## src/rtl/rtc_tick_pkg.sv

```systemverilog
package rtc_tick_pkg;

   localparam int STAT_W   = 16;
   localparam int ADDR_W   = 2;
   localparam int N_SAMPLE = 8;
   localparam int N_TICKS  = N_SAMPLE + 2;

   localparam int POS_SWATCH  = 0;
   localparam int POS_ALARM   = 2;
   localparam int POS_SECOND  = 4;
   localparam int POS_HALF    = 7;
   localparam int POS_SAMPLE0 = 8;

   localparam logic [STAT_W-1:0] STAT_VALID =
      (STAT_W'(1) << POS_SWATCH) | (STAT_W'(1) << POS_ALARM) |
      (STAT_W'(1) << POS_SECOND) | (STAT_W'(1) << POS_HALF)  |
      (((STAT_W'(1) << N_SAMPLE) - STAT_W'(1)) << POS_SAMPLE0);

   typedef enum logic [1:0] {
      REF_SEL_A   = 2'd0,
      REF_SEL_B   = 2'd1,
      REF_SEL_C   = 2'd2,
      REF_SEL_OFF = 2'd3
   } ref_sel_e;

   typedef enum logic [ADDR_W-1:0] {
      REG_STATUS = 2'd0,
      REG_ENABLE = 2'd1,
      REG_CLKSEL = 2'd2,
      REG_SPARE  = 2'd3
   } reg_addr_e;

   // Tick vector index i carries rate BASE/2^(i+1); map it to its status bit.
   function automatic int tick_pos(input int i);
      if (i < N_SAMPLE)       return POS_SAMPLE0 + (N_SAMPLE - 1 - i);
      else if (i == N_SAMPLE) return POS_HALF;
      else                    return POS_SECOND;
   endfunction

endpackage

```

## src/rtl/rtc_tick_divider.sv

```systemverilog
module rtc_tick_divider #(
   parameter int REF0_HZ = 32768,
   parameter int REF1_HZ = 32000,
   parameter int REF2_HZ = 38400,
   parameter int BASE_HZ = 1024
) (
   input  logic       clk,
   input  logic       rst_n,
   input  logic       ref_stb,
   input  logic [1:0] sel,
   output logic       base_stb
);

   localparam int MAX01  = (REF0_HZ > REF1_HZ) ? REF0_HZ : REF1_HZ;
   localparam int MAX_HZ = (MAX01 > REF2_HZ) ? MAX01 : REF2_HZ;
   localparam int ACC_W  = $clog2(MAX_HZ + BASE_HZ) + 1;

   logic [ACC_W-1:0] acc_q;
   logic [ACC_W-1:0] rate;
   logic [ACC_W-1:0] sum;
   logic             run;
   logic             wrap;

   always_comb begin
      run = 1'b1;
      case (sel)
         2'd0:    rate = ACC_W'(REF0_HZ);
         2'd1:    rate = ACC_W'(REF1_HZ);
         2'd2:    rate = ACC_W'(REF2_HZ);
         default: begin
            rate = ACC_W'(REF0_HZ);
            run  = 1'b0;
         end
      endcase
      sum  = acc_q + ACC_W'(BASE_HZ);
      wrap = (sum >= rate);
   end

   always_ff @(posedge clk or negedge rst_n) begin
      if (!rst_n) begin
         acc_q    <= '0;
         base_stb <= 1'b0;
      end else if (ref_stb && run) begin
         acc_q    <= wrap ? (sum - rate) : sum;
         base_stb <= wrap;
      end else begin
         base_stb <= 1'b0;
      end
   end

endmodule

```

## src/rtl/rtc_tick_chain.sv

```systemverilog
module rtc_tick_chain #(
   parameter int N_TICKS = 10
) (
   input  logic               clk,
   input  logic               rst_n,
   input  logic               base_stb,
   output logic [N_TICKS-1:0] tick
);

   logic [N_TICKS-1:0] cnt_q;

   always_ff @(posedge clk or negedge rst_n) begin
      if (!rst_n)        cnt_q <= '0;
      else if (base_stb) cnt_q <= cnt_q + N_TICKS'(1);
   end

   for (genvar i = 0; i < N_TICKS; i++) begin : g_stage
      always_ff @(posedge clk or negedge rst_n) begin
         if (!rst_n) tick[i] <= 1'b0;
         else        tick[i] <= base_stb && (&cnt_q[i:0]);
      end
   end

endmodule

```

## src/rtl/rtc_irq_regs.sv

```systemverilog
module rtc_irq_regs
   import rtc_tick_pkg::*;
#(
   parameter int NT = N_TICKS
) (
   input  logic              clk,
   input  logic              rst_n,
   input  logic [NT-1:0]     tick,
   input  logic              alarm_evt,
   input  logic              swatch_evt,
   input  logic              bus_wr,
   input  logic [ADDR_W-1:0] bus_addr,
   input  logic [STAT_W-1:0] bus_wdata,
   output logic [STAT_W-1:0] bus_rdata,
   output logic [STAT_W-1:0] stat,
   output logic [STAT_W-1:0] en,
   output logic [1:0]        sel,
   output logic              irq
);

   logic [STAT_W-1:0] set_vec;
   logic [STAT_W-1:0] clr_vec;
   logic              wr_stat;
   logic              wr_en;
   logic              wr_sel;

   always_comb begin
      set_vec = '0;
      for (int i = 0; i < NT; i++) begin
         if (tick[i]) set_vec[tick_pos(i)] = 1'b1;
      end
      set_vec[POS_ALARM]  = set_vec[POS_ALARM]  | alarm_evt;
      set_vec[POS_SWATCH] = set_vec[POS_SWATCH] | swatch_evt;
   end

   assign wr_stat = bus_wr && (reg_addr_e'(bus_addr) == REG_STATUS);
   assign wr_en   = bus_wr && (reg_addr_e'(bus_addr) == REG_ENABLE);
   assign wr_sel  = bus_wr && (reg_addr_e'(bus_addr) == REG_CLKSEL);
   assign clr_vec = wr_stat ? bus_wdata : '0;

   always_ff @(posedge clk or negedge rst_n) begin
      if (!rst_n) begin
         stat <= '0;
         en   <= '0;
         sel  <= REF_SEL_A;
      end else begin
         stat <= ((stat & ~clr_vec) | set_vec) & STAT_VALID;
         if (wr_en)  en  <= bus_wdata & STAT_VALID;
         if (wr_sel) sel <= bus_wdata[1:0];
      end
   end

   always_comb begin
      case (reg_addr_e'(bus_addr))
         REG_STATUS: bus_rdata = stat;
         REG_ENABLE: bus_rdata = en;
         REG_CLKSEL: bus_rdata = {{(STAT_W-2){1'b0}}, sel};
         default:    bus_rdata = '0;
      endcase
   end

   assign irq = |(stat & en);

endmodule

```

## src/rtl/rtc_tick_irq.sv

```systemverilog
module rtc_tick_irq
   import rtc_tick_pkg::*;
#(
   parameter int REF0_HZ = 32768,
   parameter int REF1_HZ = 32000,
   parameter int REF2_HZ = 38400
) (
   input  logic              clk,
   input  logic              rst_n,
   input  logic              ref_stb,
   input  logic              alarm_evt,
   input  logic              swatch_evt,
   input  logic              bus_wr,
   input  logic [ADDR_W-1:0] bus_addr,
   input  logic [STAT_W-1:0] bus_wdata,
   output logic [STAT_W-1:0] bus_rdata,
   output logic              irq
);

   localparam int BASE_HZ = 1 << N_TICKS;

   if (REF0_HZ < BASE_HZ || REF1_HZ < BASE_HZ || REF2_HZ < BASE_HZ) begin : g_bad_ref
      $error("reference rates must be at least the base tick rate");
   end
   if (STAT_W != 16 || ADDR_W != 2) begin : g_bad_map
      $error("register layout assumes 16 data bits and 2 address bits");
   end

   logic              base_w;
   logic [N_TICKS-1:0] tick_w;
   logic [STAT_W-1:0] stat_w;
   logic [STAT_W-1:0] en_w;
   logic [1:0]        sel_w;

   rtc_tick_divider #(
      .REF0_HZ(REF0_HZ),
      .REF1_HZ(REF1_HZ),
      .REF2_HZ(REF2_HZ),
      .BASE_HZ(BASE_HZ)
   ) u_div (
      .clk     (clk),
      .rst_n   (rst_n),
      .ref_stb (ref_stb),
      .sel     (sel_w),
      .base_stb(base_w)
   );

   rtc_tick_chain #(
      .N_TICKS(N_TICKS)
   ) u_chain (
      .clk     (clk),
      .rst_n   (rst_n),
      .base_stb(base_w),
      .tick    (tick_w)
   );

   rtc_irq_regs #(
      .NT(N_TICKS)
   ) u_regs (
      .clk       (clk),
      .rst_n     (rst_n),
      .tick      (tick_w),
      .alarm_evt (alarm_evt),
      .swatch_evt(swatch_evt),
      .bus_wr    (bus_wr),
      .bus_addr  (bus_addr),
      .bus_wdata (bus_wdata),
      .bus_rdata (bus_rdata),
      .stat      (stat_w),
      .en        (en_w),
      .sel       (sel_w),
      .irq       (irq)
   );

endmodule

```

## config.mk

```make
export PLATFORM = sky130hd
export DESIGN_NAME = rtc_tick_irq
export DESIGN_NICKNAME = d
export VERILOG_FILES = /design/src/rtl/rtc_tick_pkg.sv /design/src/rtl/rtc_tick_divider.sv /design/src/rtl/rtc_tick_chain.sv /design/src/rtl/rtc_irq_regs.sv /design/src/rtl/rtc_tick_irq.sv
export SDC_FILE = /design/constraint.sdc
export NUM_CORES = 1
export LEC_CHECK = 0
export ABC_AREA = 1
export BUFFER_PORTS_ARGS = -buffer_cell sky130_fd_sc_hd__buf_2
export CORE_MARGIN = 5
export CORE_UTILIZATION = 49
export DETAILED_ROUTE_END_ITERATION = 6
export PLACE_DENSITY = 0.78
export RECOVER_POWER = 100
export SLEW_MARGIN = 10
export SYNTH_ARGS = -nofsm -noshare
export SYNTH_HDL_FRONTEND = slang
export SYNTH_SLANG_ARGS = --single-unit
```

## constraint.sdc

```tcl
create_clock -name clk -period 2.9 [get_ports clk]
set_input_delay 0.58 -clock clk [delete_from_list [all_inputs] [get_ports clk]]
set_output_delay 0.58 -clock clk [all_outputs]
set_load 0.01 [all_outputs]
```

==> results.md, run 1 <==
* Run status: finished, final reports clean
* Static leakage at 1.84 nW
* # setup viols final at 0
* Longest Clk Path Bufs at 2
* Crit Path Max Fanout at 8
* Cts bufs inserted at 5
* Mapped cell area at 3110 um^2
* Synth warn at 0
* Area contributors post-synth: dfrtp_1, nand2_1, inv_1, ha_1, o21ai_1
* Commonest cells after routing, fill and taps aside: nand2_1, inv_1, dfrtp_1
* Area of the multi-input gates at 1380 um^2
* Seq/Total Area, Yosys at 45.1%
* Nets@finish at 456
* Antenna violations before repair at 0
* Flop pwr share at 37.7%
* Distinct cell type count after synthesis at 35
* Final Non-Filler Cells at 493
* Worst Hold Endpoint: u_regs.stat[13]$_DFF_PN0_
* Via count at 2508
* DR pass1 iterations at 4
* Worst hold path depth at 2
* Setup CP Type: reg2reg
* DRT antenna net count at 0
* Fmax at 0.387 GHz
* R2r endpoint: u_div.acc_q[8]$_DFFE_PN0P_
* Critical Path RT at 3.10 ns
* CTS H-tree lvls at 2
* Die W at 89.6 um
* Fill count at 594
* DPL Wire Length at 4700 um
* Core area at 6240 um^2
* R2R depth at 16
* Worst clock skew at 0.0161 ns
* CP startpoint kind: flop
* Tmin final at 2.58 ns
* Number of gates resized after CTS at 0
* WL met1 at 2710 um
* Worst Hold Class: reg2reg
* Root buf cell: clkbuf_8
* # DRC at 0
* Io pins at 41
* Power Density at 845 nW/um^2
* Avg Inst Size Synth at 8.24 um^2
* CTS tree: built
* Clock power frac at 14.7%
* Synthesized flop and latch total at 56
* Number of global-route vias before repair at 2299
* Antenna cell count at 0
* Switching Share at 42.6%
* Clock transition at the registers of the reported paths at 0.10 ns
* Pins Over Slew Limit at 0
* Clock Latency Late Sink at 0.31 ns
* Highest metal used: met4
* Final Cycle Share at 89.1%
* Logic pwr share at 47.5%
* Floorplan row count at 29
* Routed met3 length at 337 um
* WL final at 5990 um
* Switching Power at 1.22 mW
* Final hold vios at 0
* Placer Congestion at 0.851
* Post-CTS Setup Bufs at 0
* Post-synth EDFFs at 0
* Min-delay src: u_chain.tick[2]$_DFF_PN0_
* Hold buffers post-CTS at 0
* Synth Flop Type: dfrtp_1
* Mapped Cells at 377
* Starting DRT DRC Count at 108
* Area grow syn2layout at 9.63%
* GRT Overall Usage at 15.2%
* FFs w/ async S/R, synth at 100%
* IO Port Bufs at 34
* Die ar. at 8030 um^2
* Flip-flop and latch area at 1400 um^2
* Hold slack at 0.437 ns
* Worst reg2reg startpoint: u_div.acc_q[10]$_DFFE_PN0P_
* DR vias/cell at 5.09
* Most common cell after layout, fill and taps aside: nand2_1
* Met2 WL post-DR at 2910 um
* Pint at 1.65 mW
* # clock sinks at 56
* Final routed wire length divided by cell count at 12.1 um
* DP Cell Count at 485
* Die height at 89.6 um
* RSZ-0062 raised after global routing: no
* Maximum vdd drop at 0.578 mV
* Area leader, netlist: dfrtp_1
* Critical Path End Type: flop
* Relative max-transition margin at 20.8%
* Largest net degree at the start of global routing at 35
* Yosys top cell area share at 45.1%
* Fraction of layout cells with a size suffix above 1 at 11.1%
* MaxCap Viol Count at 0
* Slew of the pin with the lowest slew margin at 1.19 ns
* Starting Density at 49.8%
* R2r setup slk at 0.32 ns
* Setup_tns at 0 ns
* First-pass GRT wire length at 9650 um
* Crit path arrival time at 2.78 ns
* Grt ovf at 0
cells in the mapped netlist (4+ instances only):
| master | count |
|---|---|
| xor2_1 | 7 |
| nand3_1 | 19 |
| inv_2 | 10 |
| nand2_2 | 4 |
| nand2_1 | 92 |
| o22ai_1 | 11 |
| clkbuf_1 | 4 |
| dfrtp_1 | 56 |
| xnor2_1 | 5 |
| nor2_1 | 21 |
| a21oi_1 | 6 |
| o21ai_1 | 21 |
| inv_1 | 63 |
| ha_1 | 16 |
| o21bai_1 | 8 |
kinds of logic after synthesis:
group                    count (synthesis)  synth area share, %
buffers and inverters                   82                 10.3
other                                    1                0.121
adder cells (fa/ha/maj)                 17                 7.09
XOR/XNOR                                12                 3.38
AND/OR/NAND/NOR                        155                 23.3
AO/OA/AOI/OAI                           54                 10.7
flip-flops                              56                 45.1
through the flow:
stage                     area [um^2]  util (%)  worst slack, ns  total power, mW
final                            3400      54.6            0.316             2.88
after global routing             3400      54.6           0.0827             3.13
after CTS                        3450      55.2            0.411             2.92
after detailed placement         3360      53.8            0.445             2.49
after global placement           3360      53.8            0.500             2.42
after floorplan                  3110         -            0.774             2.18
sequential cells by signal (all words and copies together), names as in the netlist:
register / cells
u_regs.sel: 2
u_div.base_stb: 1
u_regs.stat: 12
u_chain.tick: 10
u_regs.en: 12
u_div.acc_q: 9
u_chain.cnt_q: 10
how the worst max path moves through the flow:
stage / startpoint / endpoint / slack, ns / cells past startpoint
final: u_div.acc_q[10]$_DFFE_PN0P_ / u_div.acc_q[8]$_DFFE_PN0P_ / 0.32 / 16
after global routing: u_div.acc_q[10]$_DFFE_PN0P_ / u_div.acc_q[14]$_DFFE_PN0P_ / 0.08 / 16
after CTS: u_div.acc_q[10]$_DFFE_PN0P_ / u_div.acc_q[14]$_DFFE_PN0P_ / 0.41 / 16
after detailed placement: u_div.acc_q[10]$_DFFE_PN0P_ / u_div.acc_q[8]$_DFFE_PN0P_ / 0.45 / 16
after global placement: u_div.acc_q[10]$_DFFE_PN0P_ / u_div.acc_q[14]$_DFFE_PN0P_ / 0.50 / 16
after floorplan: u_div.acc_q[10]$_DFFE_PN0P_ / u_div.acc_q[9]$_DFFE_PN0P_ / 0.77 / 17
final cells by class:
cell class              count  share of cell area [%]
flip-flops and latches     56                    41.2
multi-input cells         241                    40.4
inverters                  75                    8.27
repair buffers             36                    4.70
well taps                  77                    2.83
clock buffers               5                    2.02
clock inverters             3                   0.625
layer usage:
layer,GRT usage (%),up-vias
met1,19.8,1185
met5,0,-
met3,2.55,4
met4,4.47,0
li1,-,1264
met2,26.0,55
worst max-delay path, cell delays in order (launching register included):
cell	delay [ns]
dfrtp_1	0.45
ha_1	0.22
nand3_1	0.14
nor2_2	0.15
inv_1	0.05
nand2_1	0.07
inv_1	0.04
ha_1	0.36
nand2_1	0.08
nor2_1	0.19
nand4_1	0.15
nand2_1	0.19
nor2_8	0.08
nand2_4	0.11
nand2_4	0.07
nand2_1	0.06
o21ai_1	0.07
power by group through the flow:
stage	Clock (mW)	Sequential (mW)	Combinational, mW
finish	0.424	1.09	1.37
global route	0.457	1.11	1.56
CTS	0.440	1.09	1.39
detailed placement	0	1.10	1.38
global placement	0	1.09	1.33
floorplan	0	1.05	1.13
Power figures use the tool's default switching activity.
==> run 2, diff against run 1 <==
--- a/config.mk
+++ b/config.mk
@@ -7,10 +7,12 @@
 export LEC_CHECK = 0
 export ABC_AREA = 1
 export BUFFER_PORTS_ARGS = -buffer_cell sky130_fd_sc_hd__buf_2
+export CELL_PAD_IN_SITES_DETAIL_PLACEMENT = 2
+export CELL_PAD_IN_SITES_GLOBAL_PLACEMENT = 2
 export CORE_MARGIN = 5
-export CORE_UTILIZATION = 49
+export CORE_UTILIZATION = 30
 export DETAILED_ROUTE_END_ITERATION = 6
-export PLACE_DENSITY = 0.78
+export PLACE_DENSITY = 0.8
 export RECOVER_POWER = 100
 export SLEW_MARGIN = 10
 export SYNTH_ARGS = -nofsm -noshare
==> constraint.sdc (replaced) <==
create_clock -name clk -period 2.7 [get_ports clk]
set_input_delay 0.54 -clock clk [delete_from_list [all_inputs] [get_ports clk]]
set_output_delay 0.54 -clock clk [all_outputs]
set_load 0.01 [all_outputs]
==> run 2 against run 1 <==
  * Final cell count rose by 13%
  * Non-clock buffer count rose by 4
  * First-iteration DRC count fell by 58%
  * Global-route usage fell by 1.4 points
  * Count of clock-buffer cells in the layout rose by 1
  * Combinational power rose by 15%
  * Clock skew fell by 0.0059 ns
  * Die area rose by 55%
  * Critical endpoint is now u_div.acc_q[12]$_DFFE_PN0P_
  * Critical path type unchanged
==> results.md, run 2 (synthesis results as in run 1) <==
* Worst Hold Class: in2reg
* CTS H-tree lvls at 2
* Io pins at 41
* Tmin final at 2.51 ns
* Fmax at 0.398 GHz
* WL final at 8290 um
* Grt ovf at 0
* Worst clock skew at 0.0102 ns
* Placed Area at 3450 um^2
* Setup CP Type: reg2reg
* MaxCap Viol Count at 0
* Antenna violations before repair at 0
* Number of global-route vias before repair at 2874
* Power Density at 941 nW/um^2
* Relative max-transition margin at 9.27%
* Clock Latency Late Sink at 0.32 ns
* Root buf cell: clkbuf_8
* DRT antenna net count at 0
* # DRC at 0
* Pre-CTS setup slack at 0.134 ns
* Setup slack after layout at 0.190 ns
* Area of the multi-input gates at 1390 um^2
* Critical Path End Type: flop
* Commonest cells after routing, fill and taps aside: nand2_1, inv_1, dfrtp_1
* Tot Pwr at 3.33 mW
* Crit Path Max Fanout at 8
* Longest Clk Path Bufs at 2
* IO Port Bufs at 34
* Cts bufs inserted at 5
* Maximum vdd drop at 0.287 mV
* # clock sinks at 56
* Static leakage at 1.85 nW
* Die W at 112 um
* Biggest regs: u_regs.en: 12 flops, u_regs.stat: 12 flops
* CP max stage delay at 0.44 ns
* DPL Wire Length at 6300 um
* Final Cycle Share at 92.9%
* Most common cell after layout, fill and taps aside: nand2_1
* GRT Overall Usage at 13.9%
* Pins Over Slew Limit at 0
* Flip-flop and latch area at 1400 um^2
* Largest net degree at the start of global routing at 26
* CP startpoint kind: flop
* Slew of the pin with the lowest slew margin at 1.36 ns
* Fraction of layout cells with a size suffix above 1 at 11.9%
* Floorplan row count at 37
* DR vias/cell at 4.67
* CTS tree: built
* Die height at 112 um
* Core area at 10200 um^2
* Starting DRT DRC Count at 45
* First-pass GRT wire length at 14400 um
* Cell Chain, Critical Path: ha_1, nand3_2, nor2_2, inv_1, nand2_1, inv_1, ha_2, nand2_1, nor2_2, nand4_1, nand2_2, nor2_8, nand2_4, nand2_1, nand3_1, nand2_1
* Nets@finish at 460
* Antenna cell count at 0
* # setup viols final at 0
* Via count at 2595
* Clock transition at the registers of the reported paths at 0.10 ns
* Post-route cell area at 3540 um^2
* DR pass1 iterations at 4
* Run status: finished, final reports clean
* Cell mode on critical path: nand2_1
* Area grow syn2layout at 13.9%
* Die ar. at 12500 um^2
* Critical Path RT at 2.92 ns
* Starting Density at 30.4%
* Final routed wire length divided by cell count at 14.9 um
* Placer Congestion at 0.785
* Crit path arrival time at 2.73 ns
* CP max stage cell: dfrtp_2
* Final hold vios at 0
* Fill count at 1194
==> run 2: cell types whose count changed in the layout (fill, tap and decap cells not counted), moves of 2 or more <==
cell / change
clkbuf_1: +5
buf_4: +2
ha_1: -2
ha_2: +2
o21ai_0: -2
o21ai_1: +2
==> run 2: metal layers <==
layer	vias up	wire length, um	global-route usage [%]
met2	32	4110	23.7
met3	6	203	1.96
met4	0	83	3.41
met5	-	0	0
li1	1261	-	-
met1	1296	3890	18.4
==> run 2: layout make-up <==
class / count / area share [%]
multi-input cells: 241 / 39.3
well taps: 136 / 4.81
repair buffers: 40 / 5.10
flip-flops and latches: 56 / 39.7
clock inverters: 2 / 1.10
clock buffers: 6 / 2.05
inverters: 75 / 7.96
==> run 2: metrics by stage <==
| step | setup TNS, ns | util (%) | hold WS, ns | cells |
|---|---|---|---|---|
| floorplan | 0 | - | 0.244 | 379 |
| global placement | 0 | 33.8 | 0.418 | 547 |
| detailed placement | 0 | 33.8 | 0.431 | 547 |
| CTS | 0 | 34.8 | 0.208 | 555 |
| global route | -0.00485 | 34.6 | 0.398 | 556 |
| finish | 0 | 34.6 | 0.402 | 556 |
==> run 2: path summary, 6_finish.rpt <==
path	start	end	slack, ns	cells past startpoint
worst max register to register	u_div.acc_q[10]$_DFFE_PN0P_	u_div.acc_q[12]$_DFFE_PN0P_	0.19	16
worst min-delay path	alarm_evt	u_regs.stat[2]$_DFF_PN0_	0.40	3
worst min register to register	u_chain.tick[5]$_DFF_PN0_	u_regs.stat[10]$_DFF_PN0_	0.46	1
min in group asynchronous	rst_n	u_regs.stat[8]$_DFF_PN0_	0.50	1
worst max-delay path	u_div.acc_q[10]$_DFFE_PN0P_	u_div.acc_q[12]$_DFFE_PN0P_	0.19	16
max in group asynchronous	rst_n	u_div.acc_q[10]$_DFFE_PN0P_	0.67	2
==> run 2: critical path, delay by kind of cell (launching register included) <==
kind	cells	cell delay (ns)
adders and majority gates	2	0.59
and+or+nand+nor	12	1.28
buffers and inverters	2	0.11
DFF	1	0.44
==> run 2: timing repair <==
item,CTS,global route
setup buffers,0,1
hold buffers,0,0
gates resized for setup,0,4
setup endpoints to repair,0,9
==> run 2: power breakdown <==
part           total (mW)  switching [mW]  internal, mW
Combinational        1.57           0.964         0.602
Clock               0.574           0.293         0.281
Sequential           1.19           0.179          1.01
Total                3.33            1.44          1.89
